### src/rtl/i2c_hs_pkg.sv
package i2c_hs_pkg;
  localparam int BYTE_W = 8;
  localparam int BIT_W = $clog2(BYTE_W + 1);
  localparam logic [4:0] HS_PREFIX = 5'b00001;

  typedef enum logic [2:0] {
    ST_IDLE, ST_RX, ST_ACK, ST_SKIP, ST_TX, ST_RACK, ST_IGNORE
  } ctlState_t;

  typedef enum logic [1:0] {K_ADDR, K_PTR, K_DATA} byteKind_t;

  typedef struct packed {
    logic start;
    logic stop;
    logic sclRise;
    logic sclFall;
    logic sdaBit;
  } busEv_t;

  typedef struct packed {
    logic rxShift;
    logic txLoad;
    logic txShift;
    logic ackOn;
    logic sdaRel;
    logic ptrLoad;
    logic wrStb;
  } dpCtl_t;
endpackage

### src/rtl/i2c_hs_dpath.sv
module i2c_hs_dpath
  import i2c_hs_pkg::*;
#(
  parameter int SYNC_STAGES = 2,
  parameter int PTR_W = 8
) (
  input  logic              clk,
  input  logic              rstN,
  input  logic              sclIn,
  input  logic              sdaIn,
  input  dpCtl_t            ctl,
  output busEv_t            ev,
  output logic [BYTE_W-1:0] rxByte,
  output logic [PTR_W-1:0]  ptr,
  input  logic [BYTE_W-1:0] regRdData,
  output logic              sdaOe
);
  logic [SYNC_STAGES-1:0] sclSync, sdaSync;
  logic sclS, sdaS, sclP, sdaP;
  logic [BYTE_W-1:0] txReg;

  assign sclS = sclSync[SYNC_STAGES-1];
  assign sdaS = sdaSync[SYNC_STAGES-1];

  // input synchroniser plus one stage of history for edge detection
  always_ff @(posedge clk or negedge rstN) begin
    if (!rstN) begin
      sclSync <= '1;
      sdaSync <= '1;
      sclP    <= 1'b1;
      sdaP    <= 1'b1;
    end else begin
      sclSync <= {sclSync[SYNC_STAGES-2:0], sclIn};
      sdaSync <= {sdaSync[SYNC_STAGES-2:0], sdaIn};
      sclP    <= sclS;
      sdaP    <= sdaS;
    end
  end

  always_comb begin
    ev.start   = sclS & sclP & sdaP & ~sdaS;
    ev.stop    = sclS & sclP & ~sdaP & sdaS;
    ev.sclRise = sclS & ~sclP;
    ev.sclFall = ~sclS & sclP;
    ev.sdaBit  = sdaS;
  end

  // receive and transmit shifters, pointer
  always_ff @(posedge clk or negedge rstN) begin
    if (!rstN) begin
      rxByte <= '0;
      txReg  <= '0;
      ptr    <= '0;
    end else begin
      if (ctl.rxShift) rxByte <= {rxByte[BYTE_W-2:0], sdaS};
      if (ctl.txLoad) txReg <= regRdData;
      else if (ctl.txShift) txReg <= {txReg[BYTE_W-2:0], 1'b0};
      if (ctl.ptrLoad) ptr <= rxByte[PTR_W-1:0];
      else if (ctl.wrStb || ctl.txLoad) ptr <= ptr + 1'b1;
    end
  end

  // open-drain enable, only ever updated from SCL-falling decisions
  always_ff @(posedge clk or negedge rstN) begin
    if (!rstN) sdaOe <= 1'b0;
    else if (ctl.sdaRel) sdaOe <= 1'b0;
    else if (ctl.ackOn) sdaOe <= 1'b1;
    else if (ctl.txLoad) sdaOe <= ~regRdData[BYTE_W-1];
    else if (ctl.txShift) sdaOe <= ~txReg[BYTE_W-2];
  end


  sda_hold_chk: assert property (@(posedge clk) disable iff (!rstN)
    !$stable(sdaOe) |-> !sclS);
endmodule

### src/rtl/i2c_hs_ctrl.sv
module i2c_hs_ctrl
  import i2c_hs_pkg::*;
#(
  parameter logic [6:0] TARGET_ADDR = 7'h48
) (
  input  logic              clk,
  input  logic              rstN,
  input  busEv_t            ev,
  input  logic [BYTE_W-1:0] rxByte,
  output dpCtl_t            ctl,
  output logic              hsMode
);
  localparam logic [BIT_W-1:0] LAST_BIT = BIT_W'(BYTE_W);

  ctlState_t state, nState;
  byteKind_t kind, nKind;
  logic [BIT_W-1:0] bitCnt, nBit;
  logic isRead, nRead, ackSeen, nAckSeen, nHs;

  always_comb begin
    ctl = '0;
    nState = state;
    nKind = kind;
    nBit = bitCnt;
    nRead = isRead;
    nAckSeen = ackSeen;
    nHs = hsMode;
    if (ev.stop) begin
      nState = ST_IDLE;
      nHs = 1'b0;
      ctl.sdaRel = 1'b1;
    end else if (ev.start) begin
      nState = ST_RX;
      nKind = K_ADDR;
      nBit = '0;
      nRead = 1'b0;
      ctl.sdaRel = 1'b1;
    end else begin
      unique case (state)
        ST_RX: begin
          if (ev.sclRise) begin
            ctl.rxShift = 1'b1;
            nBit = bitCnt + 1'b1;
          end else if (ev.sclFall && bitCnt == LAST_BIT) begin
            nBit = '0;
            unique case (kind)
              K_ADDR: begin
                if (!hsMode && rxByte[BYTE_W-1 -: 5] == HS_PREFIX) begin
                  nHs = 1'b1;
                  nState = ST_SKIP;
                end else if (rxByte[BYTE_W-1:1] == TARGET_ADDR) begin
                  ctl.ackOn = 1'b1;
                  nState = ST_ACK;
                  nRead = rxByte[0];
                  nKind = K_PTR;
                end else begin
                  nState = ST_IGNORE;
                end
              end
              K_PTR: begin
                ctl.ackOn = 1'b1;
                ctl.ptrLoad = 1'b1;
                nState = ST_ACK;
                nKind = K_DATA;
              end
              default: begin
                ctl.ackOn = 1'b1;
                ctl.wrStb = 1'b1;
                nState = ST_ACK;
              end
            endcase
          end
        end
        ST_ACK: begin
          if (ev.sclFall) begin
            if (isRead) begin
              ctl.txLoad = 1'b1;
              nState = ST_TX;
              nBit = BIT_W'(1);
            end else begin
              ctl.sdaRel = 1'b1;
              nState = ST_RX;
              nBit = '0;
            end
          end
        end
        ST_SKIP: begin
          if (ev.sclFall) begin
            nState = ST_RX;
            nBit = '0;
          end
        end
        ST_TX: begin
          if (ev.sclFall) begin
            if (bitCnt == LAST_BIT) begin
              ctl.sdaRel = 1'b1;
              nState = ST_RACK;
            end else begin
              ctl.txShift = 1'b1;
              nBit = bitCnt + 1'b1;
            end
          end
        end
        ST_RACK: begin
          if (ev.sclRise) begin
            nAckSeen = ~ev.sdaBit;
          end else if (ev.sclFall) begin
            if (ackSeen) begin
              ctl.txLoad = 1'b1;
              nState = ST_TX;
              nBit = BIT_W'(1);
            end else begin
              nState = ST_IGNORE;
            end
          end
        end
        default: ;
      endcase
    end
  end

  always_ff @(posedge clk or negedge rstN) begin
    if (!rstN) begin
      state <= ST_IDLE;
      kind <= K_ADDR;
      bitCnt <= '0;
      isRead <= 1'b0;
      ackSeen <= 1'b0;
      hsMode <= 1'b0;
    end else begin
      state <= nState;
      kind <= nKind;
      bitCnt <= nBit;
      isRead <= nRead;
      ackSeen <= nAckSeen;
      hsMode <= nHs;
    end
  end


  hs_noack_chk: assert property (@(posedge clk) disable iff (!rstN)
    (state == ST_SKIP && ev.sclRise) |-> ev.sdaBit);

  ack_low_chk: assert property (@(posedge clk) disable iff (!rstN)
    (state == ST_ACK && ev.sclRise) |-> !ev.sdaBit);

  hs_hold_chk: assert property (@(posedge clk) disable iff (!rstN)
    (hsMode && !ev.stop) |=> hsMode);

  hs_clear_chk: assert property (@(posedge clk) disable iff (!rstN)
    ev.stop |=> !hsMode);

  strobe_excl_chk: assert property (@(posedge clk) disable iff (!rstN)
    $onehot0({ctl.txLoad, ctl.wrStb, ctl.ptrLoad}));
endmodule

### src/rtl/i2c_hs_target.sv
module i2c_hs_target
  import i2c_hs_pkg::*;
#(
  parameter logic [6:0] TARGET_ADDR = 7'h48,
  parameter int SYNC_STAGES = 2,
  parameter int PTR_W = 8
) (
  input  logic             clk,
  input  logic             rstN,
  input  logic             sclIn,
  input  logic             sdaIn,
  output logic             sdaOe,
  output logic             hsMode,
  output logic [PTR_W-1:0] regAddr,
  output logic             regWr,
  output logic [7:0]       regWrData,
  output logic             regRd,
  input  logic [7:0]       regRdData
);
  dpCtl_t ctl;
  busEv_t ev;
  logic [BYTE_W-1:0] rxByte;

  i2c_hs_dpath #(.SYNC_STAGES(SYNC_STAGES), .PTR_W(PTR_W)) u_dpath (
    .clk(clk), .rstN(rstN), .sclIn(sclIn), .sdaIn(sdaIn), .ctl(ctl), .ev(ev),
    .rxByte(rxByte), .ptr(regAddr), .regRdData(regRdData), .sdaOe(sdaOe)
  );

  i2c_hs_ctrl #(.TARGET_ADDR(TARGET_ADDR)) u_ctrl (
    .clk(clk), .rstN(rstN), .ev(ev), .rxByte(rxByte), .ctl(ctl), .hsMode(hsMode)
  );

  assign regWr = ctl.wrStb;
  assign regRd = ctl.txLoad;
  assign regWrData = rxByte;
endmodule

### config.mk
export PLATFORM = sky130hd
export DESIGN_NAME = i2c_hs_target
export DESIGN_NICKNAME = d
export VERILOG_FILES = /design/src/rtl/i2c_hs_pkg.sv /design/src/rtl/i2c_hs_dpath.sv /design/src/rtl/i2c_hs_ctrl.sv /design/src/rtl/i2c_hs_target.sv
export SDC_FILE = /design/constraint.sdc
export NUM_CORES = 1
export LEC_CHECK = 0
export CORE_UTILIZATION = 45
export DETAILED_ROUTE_END_ITERATION = 8
export PLACE_DENSITY = 0.73
export SLEW_MARGIN = 20
export SYNTH_ARGS = -nofsm -noshare
export SYNTH_HDL_FRONTEND = slang
export SYNTH_SLANG_ARGS = --single-unit
### constraint.sdc
create_clock -name clk -period 3.1 [get_ports clk]
set_input_delay 0.465 -clock clk [delete_from_list [all_inputs] [get_ports clk]]
set_output_delay 0.465 -clock clk [all_outputs]
set_load 0.01 [all_outputs]
; ---- Word-level counts from Yosys, hierarchy flattened
; Index checks and enable logic that the tools add are counted.
[totals]
register_bits = 42
out_inout_bits = 20
word_cells = 178
[op_classes]
n_addsub = 2
n_eq_ne = 31
n_mux = 90
bitwise_logic = 15
reduce_logical = 26
[op_table]
columns = operator, n
row1 = $mux 4, 12
row2 = $mux 1, 43
row3 = $mux 3, 14
row4 = $ne 4x3->1 const B, 7
row5 = $mux 2, 12
row6 = $pmux 4 s5, 1
row7 = $reduce_bool 2->1, 10
row8 = $ne 3x2->1 const B, 6
row9 = $mux 8, 2
row10 = $pmux 3 s5, 1
row11 = $mux 7, 2
row12 = $reduce_and 7->1, 2
row13 = $reduce_and 10->1, 1
row14 = $ne 3x3->1 const B, 3
row15 = $reduce_and 9->1, 1
row16 = $add 8x1->8 const B, 1
row17 = $ne 4x4->1 const B, 2
row18 = $not 1->1, 8
row19 = $and 1x1->1, 7
row20 = $eq 7x7->1 const B, 1
row21 = $reduce_bool 7->1, 1
row22 = $eq 3x2->1 const B, 2
row23 = $eq 3x3->1 const B, 2
row24 = $reduce_and 6->1, 1
row25 = 18 further kinds, 22

; ---- Depth between registers and ports, before layout
[logic_depth]
ltp_word = 13
ltp_mapped = 9
depth_no_buf = 7

; ---- Hierarchy
; A second synthesis with hierarchy kept.
[hier_totals]
cells_unflattened = 243
hier_area_um2 = 2427.3
[by_module_without_submodules]
columns = mod, n_inst, cells_each, area_each_um2
row1 = i2c_hs_dpath, 1, 114, 1301.2
row2 = i2c_hs_ctrl, 1, 129, 1126.1

; ---- Worst setup path after synthesis
; OpenSTA, ideal clock, no wires.
[synth_timing]
path_type = register to register
from = register u_ctrl.bitCnt[0]
to = register u_ctrl.bitCnt[1]
t_arrival_ns = 1.679
t_required_ns = 2.972
setup_slack_ns = 1.294
stages_incl_launch_ff = 9
path_buffers = 1
cell_sequence = dfrtp_1 inv_1 ha_1 and3b_1 buf_2 o21ai_1 a31oi_1 o21ai_2 mux2_1
[synth_via]
elab_chain_cells = 5
elab_cells_between_ends = 11
[synth_lines]
columns = element, line
row1 = "start, declared", i2c_hs_ctrl.sv:17  ; logic [BIT_W-1:0] bitCnt, nBit;
row2 = "start signal, assigned", i2c_hs_ctrl.sv:133  ; bitCnt <= nBit;
row3 = $add 4x1->4, "i2c_hs_ctrl.sv:43, i2c_hs_ctrl.sv:100"
row4 = $mux 4, i2c_hs_ctrl.sv:95  ; if (bitCnt == LAST_BIT) begin
row5 = $mux 4, i2c_hs_ctrl.sv:94  ; if (ev.sclFall) begin
row6 = $pmux 4 s5, i2c_hs_ctrl.sv:39  ; unique case (state)
row7 = $mux 4, i2c_hs_ctrl.sv:32  ; end else if (ev.start) begin
; Parallel ways exist; a longest one is shown, timed or not. The select of a mux whose other input is x is not followed.
; A chain may end at the register's enable or synchronous reset.

; ---- Final worst setup path
[layout_timing]
from = register u_ctrl.state[2]
to = output regRd
[layout_via]
elab_chain_cells = 4
elab_cells_between_ends = 5
[layout_lines]
columns = element, line
row1 = "start, declared", i2c_hs_ctrl.sv:15  ; ctlState_t state, nState;
row2 = "start signal, assigned", i2c_hs_ctrl.sv:131  ; state <= nState;
row3 = $eq 3x3->1 or $eq 3x2->1 (tied branches), i2c_hs_ctrl.sv:39
row4 = $pmux 1 s2 (*), i2c_hs_ctrl.sv:39
row5 = $mux 4 (*), i2c_hs_ctrl.sv:32
row6 = $mux 4 (*), i2c_hs_ctrl.sv:28  ; if (ev.stop) begin
row7 = "end, declared", i2c_hs_target.sv:17  ; output logic regRd,
; Every way passes the cells marked *; elsewhere a longest branch is shown, timed or not.

==> results.md <==
| Stage | Metric | Value |
|:---|:---|:---|
| run status | Run status | finished clean |
| sta | Final clock period utilization by the worst path | 88.7% |
| logic synthesis | Most instantiated cells after synthesis | dfrtp_1, nand2_1, a21oi_1, nor2_1 |
| grt | Global-route usage over all layers | 19.0% |
| logic synthesis | Proportion of register bits with asynchronous set or reset after synthesis | 100% |
| route | TritonRoute pass-1 iters | 4 |
| placement | Worst slack at placement | 0.708 ns |
| setup path | Capturing element type of the critical path | primary output |
| pwr | Static Leakage | 1.12 nW |
| logic synthesis | Top cell type by total area after synthesis | dfrtp_1 |
| cells and area | # diodes | 0 |
| sta | Final hold viol count | 0 |
| logic synthesis | Number of register bits inferred by synthesis | 42 |
| setup path | Worst path slowest cell | dfrtp_1 |
| route | Via count | 1845 |
| grt | GRT met2 Usage | 28.6% |
| clock tree | CTS Root Cell | clkbuf_8 |
| sta | Final-layout setup total negative slack | 0 ns |
| placement | Input/output buffers | 31 |
| setup path | Worst setup SP type | register |
| logic synthesis | Net count after synthesis | 247 |
| logic synthesis | Area of the mapped netlist | 2250 um2 |
| setup path | Crit path kind | register to primary output |
| grt | GRT Residual Overflow | 0 |
| grt | Via count of the first global-routing pass | 1623 |
| pwr | Combinational fraction of design power | 21.9% |
| clock tree | Number of buffers inserted by hold repair at cts | 0 |
| pwr | Clock share of power | 30.0% |
| pwr | Tot Pwr | 0.00147 W |
| cells and area | Growth of design area from synthesis to finish | 19.8% |
| pwr | P_int | 0.00103 W |
| pwr | Worst vdd rail ir drop | 0.404 mV |
| clock tree | Buffer depth of the longest clock path | 2 |
| pwr | Reported net switching power | 0.000443 W |
| floorplan | Initial Util | 47.2% |
| logic synthesis | Flip-flop cell with the highest count after synthesis | dfrtp_1 |
| clock tree | Clock latency reported for the late side of the worst-skew pair | 0.30 ns |
| logic synthesis | EDFF count, synth | 0 |
| grt | Met1 demand-to-capacity share in global routing | 26.8% |
| setup path | Number of buffers and inverters on the critical path | 2 |
| sta | Headroom to the max-slew limit | 37.0% |
| sta | Actual transition at the worst max-transition pin | 0.945 ns |
| pwr | Switching Share | 30.1% |
| clock tree | Clock buffer count from CTS | 5 |
| floorplan | FP Rows | 25 |
| placement | Post-Place Cells | 320 |
| placement | Weighted congestion reported at the end of routability-driven placement | 0.892 |
| cells and area | Design area | 2690 um2 |
| route | Post-route ant nets | 0 |
| route | Avg WL per Cell | 14.4 um |
| route | Number of design rule violations left after detail routing | 0 |
| logic synthesis | Distinct cells, synth | 51 |
| setup path | Largest delay contributor family on the critical path | buffers and inverters |
| cells and area | Number of nets in the layout | 275 |
| logic synthesis | Share of synthesized area occupied by flip-flops and latches | 47.1% |
| setup path | Maximum fanout along the worst path | 18 |
| setup path | CP peak stage delay | 0.58 ns |
| placement | DP Area | 2580 um2 |
| sta | Setup repair after global routing missed its margin | false |
| floorplan | Die footprint | 5280 um2 |
| logic synthesis | YS warnings | 0 |
| logic synthesis | Top cell type's share of synthesized area | 40.1% |
| grt | Wire length of the first global-routing pass | 7740 um |
| sta | Layout Skew | 0.00419 ns |
| grt | Busiest metal layer after global routing | met2 |
| clock tree | Total number of clock tree sinks | 42 |
| grt | Initial antenna violation count | 0 |
| logic synthesis | Most frequent cell after synthesis | dfrtp_1 |
| clock tree | Count of H-tree levels built during CTS | 2 |
| clock tree | Buffers inserted by post-CTS timing repair | 0 |
| route | Vias per inst | 5.63 |
| setup path | Crit path required time | 2.63 ns |
| floorplan | Horizontal extent of the die | 72.6 um |
| min path | Hold Path Class | input pin to async pin |
| route | Routed WL | 4710 um |
| logic synthesis | Ranking of synthesized cells by area | dfrtp_1, dfstp_2, a21oi_1 |
| grt | M3 GR Usage | 5.66% |
| clock tree | CTS tree | yes |
| sta | Final setup margin | 0.349 ns |
| placement | Detailed placer's ending HPWL | 3170 um |
| grt | Pin count of the biggest net entering global routing | 43 |
| route | Detailed router's first-iteration violation count | 185 |
| pwr | Total power divided by cell area | 547 nW/um2 |
| setup path | Arrival time at the worst endpoint | 2.29 ns |
| floorplan | Core area | 4750 um2 |
| floorplan | I/O pin count | 32 |
| run | Max capacitance violation total | 0 |
| logic synthesis | Number of instances in the synthesized netlist | 232 |
| setup path | CP cell instances | nand4bb_1, a21oi_1, buf_4, clkdlybuf4s50_1 |
| sta | Final setup viols | 0 |
| sta | Period minus WS final | 2.75 ns |
| sta | Slew Limit Fails | 0 |
| pwr | Part of the power in registers | 48.0% |
| floorplan | Die extent in y | 72.6 um |
| clock tree | Clock transition time at the flip-flop clock pins of the worst setup and hold paths | 0.08 ns |
| sta | Fmax achieved | 363 MHz |
| cells and area | Post-route non-filler standard cell count | 328 |
| clock tree | Post-CTS Resized | 0 |
| cells and area | Fraction of final layout cells sized beyond drive strength 1 | 8.81% |
| logic synthesis | Mapped Avg Cell Area | 9.68 um2 |
==> metal layers <==
metal	vias up	wire (um)
met2	48	2120
met1	887	2320
met4	0	42
met3	6	229
li1	904	-
met5	-	0
==> worst register-to-register path: stages (launching register included) <==
cell and delay, ns:
dfstp_2 0.58, nor2b_1 0.42, buf_4 0.24, and4_1 0.39
mux2i_1 0.23, o31ai_1 0.09, a311oi_1 0.23
==> power by group through the flow <==
stage	registers (W)	logic [W]	clock network [W]
after floorplan	0.000697	0.000185	0
after global placement	0.000716	0.000316	0
after detailed placement	0.000716	0.000320	0
after CTS	0.000707	0.000323	0.000458
after global routing	0.000721	0.000349	0.000484
final	0.000707	0.000322	0.000442
==> path summary, 6_finish.rpt <==
path | cells after the start | start | slack [ns] | to
max in group asynchronous | 1 | rstN | 2.21 | u_dpath.rxByte[3]
min in group clk | 0 | u_dpath.sclSync[0] | 0.36 | u_dpath.sclSync[1]
max | 4 | u_ctrl.state[2] | 0.35 | regRd
min reg2reg | 0 | u_dpath.sclSync[0] | 0.36 | u_dpath.sclSync[1]
max reg2reg | 6 | u_dpath.sclP | 0.82 | u_dpath.sdaOe
min | 1 | rstN | 0.29 | u_dpath.txReg[0]
==> cell usage in the layout, fill, tap and decap left out, types with 2 or more instances in the layout <==
cell type	synthesis	layout
a31oi_1	5	5
o22ai_1	4	4
nand2b_1	3	3
mux2i_1	4	4
inv_1	10	10
o2bb2ai_1	2	2
a22oi_1	6	6
nand4b_1	2	2
clkdlybuf4s50_1	0	30
nor2b_1	6	6
dfstp_2	6	6
nand4_1	3	3
nor2_1	15	15
and2_1	2	2
o31ai_1	5	5
nor4_1	3	3
nand3b_1	2	2
o21ai_0	8	8
dfrtp_1	36	36
mux2_1	9	9
nand3_1	10	10
clkbuf_8	0	5
ha_1	3	3
buf_4	2	2
nand2_1	25	25
nor3_1	3	3
a21oi_1	24	24
==> flip-flops by register name (all words and copies together), names as in the netlist <==
name and count:
u_dpath.sclP 1, u_dpath.sdaP 1, u_ctrl.bitCnt 4, u_dpath.txReg 7, u_ctrl.state 3, u_dpath.sdaSync 2, u_dpath.rxByte 8, u_dpath.sdaOe 1
u_dpath.sclSync 2, u_ctrl.ackSeen 1, u_ctrl.isRead 1, u_ctrl.kind 2, u_dpath.ptr 8, u_ctrl.hsMode 1
==> cell type report <==
class | instances | area (um2)
clock buffer | 5 | 68.8
clock inverter | 3 | 43.8
fill | 434 | 2060
inverter | 10 | 37.5
multi-input combinational | 168 | 1080
sequential | 42 | 1060
tap | 67 | 83.8
timing repair buffer | 33 | 320
==> cells by family (layout without fill, tap and decap cells) <==
| group | Yosys count | count (layout) | share of synthesized area, % |
|---|---|---|---|
| muxes | 13 | 13 | 6.30 |
| AOI/OAI and AO/OA | 66 | 66 | 19.1 |
| DFF | 42 | 42 | 47.1 |
| and+or+nand+nor | 85 | 85 | 20.6 |
| adders and majority gates | 3 | 3 | 1.67 |
| buffers and inverters | 22 | 51 | 4.85 |
| xor gates and xnor gates | 1 | 1 | 0.390 |
==> per-stage QoR <==
step / hold slack [ns] / util [%]
global placement: 0.345 / 54.2
CTS: 0.335 / 56.6
global route: 0.360 / 56.6
detailed placement: 0.347 / 54.2
finish: 0.290 / 56.6
floorplan: 0.169 / -
Power figures use the tool's default switching activity.
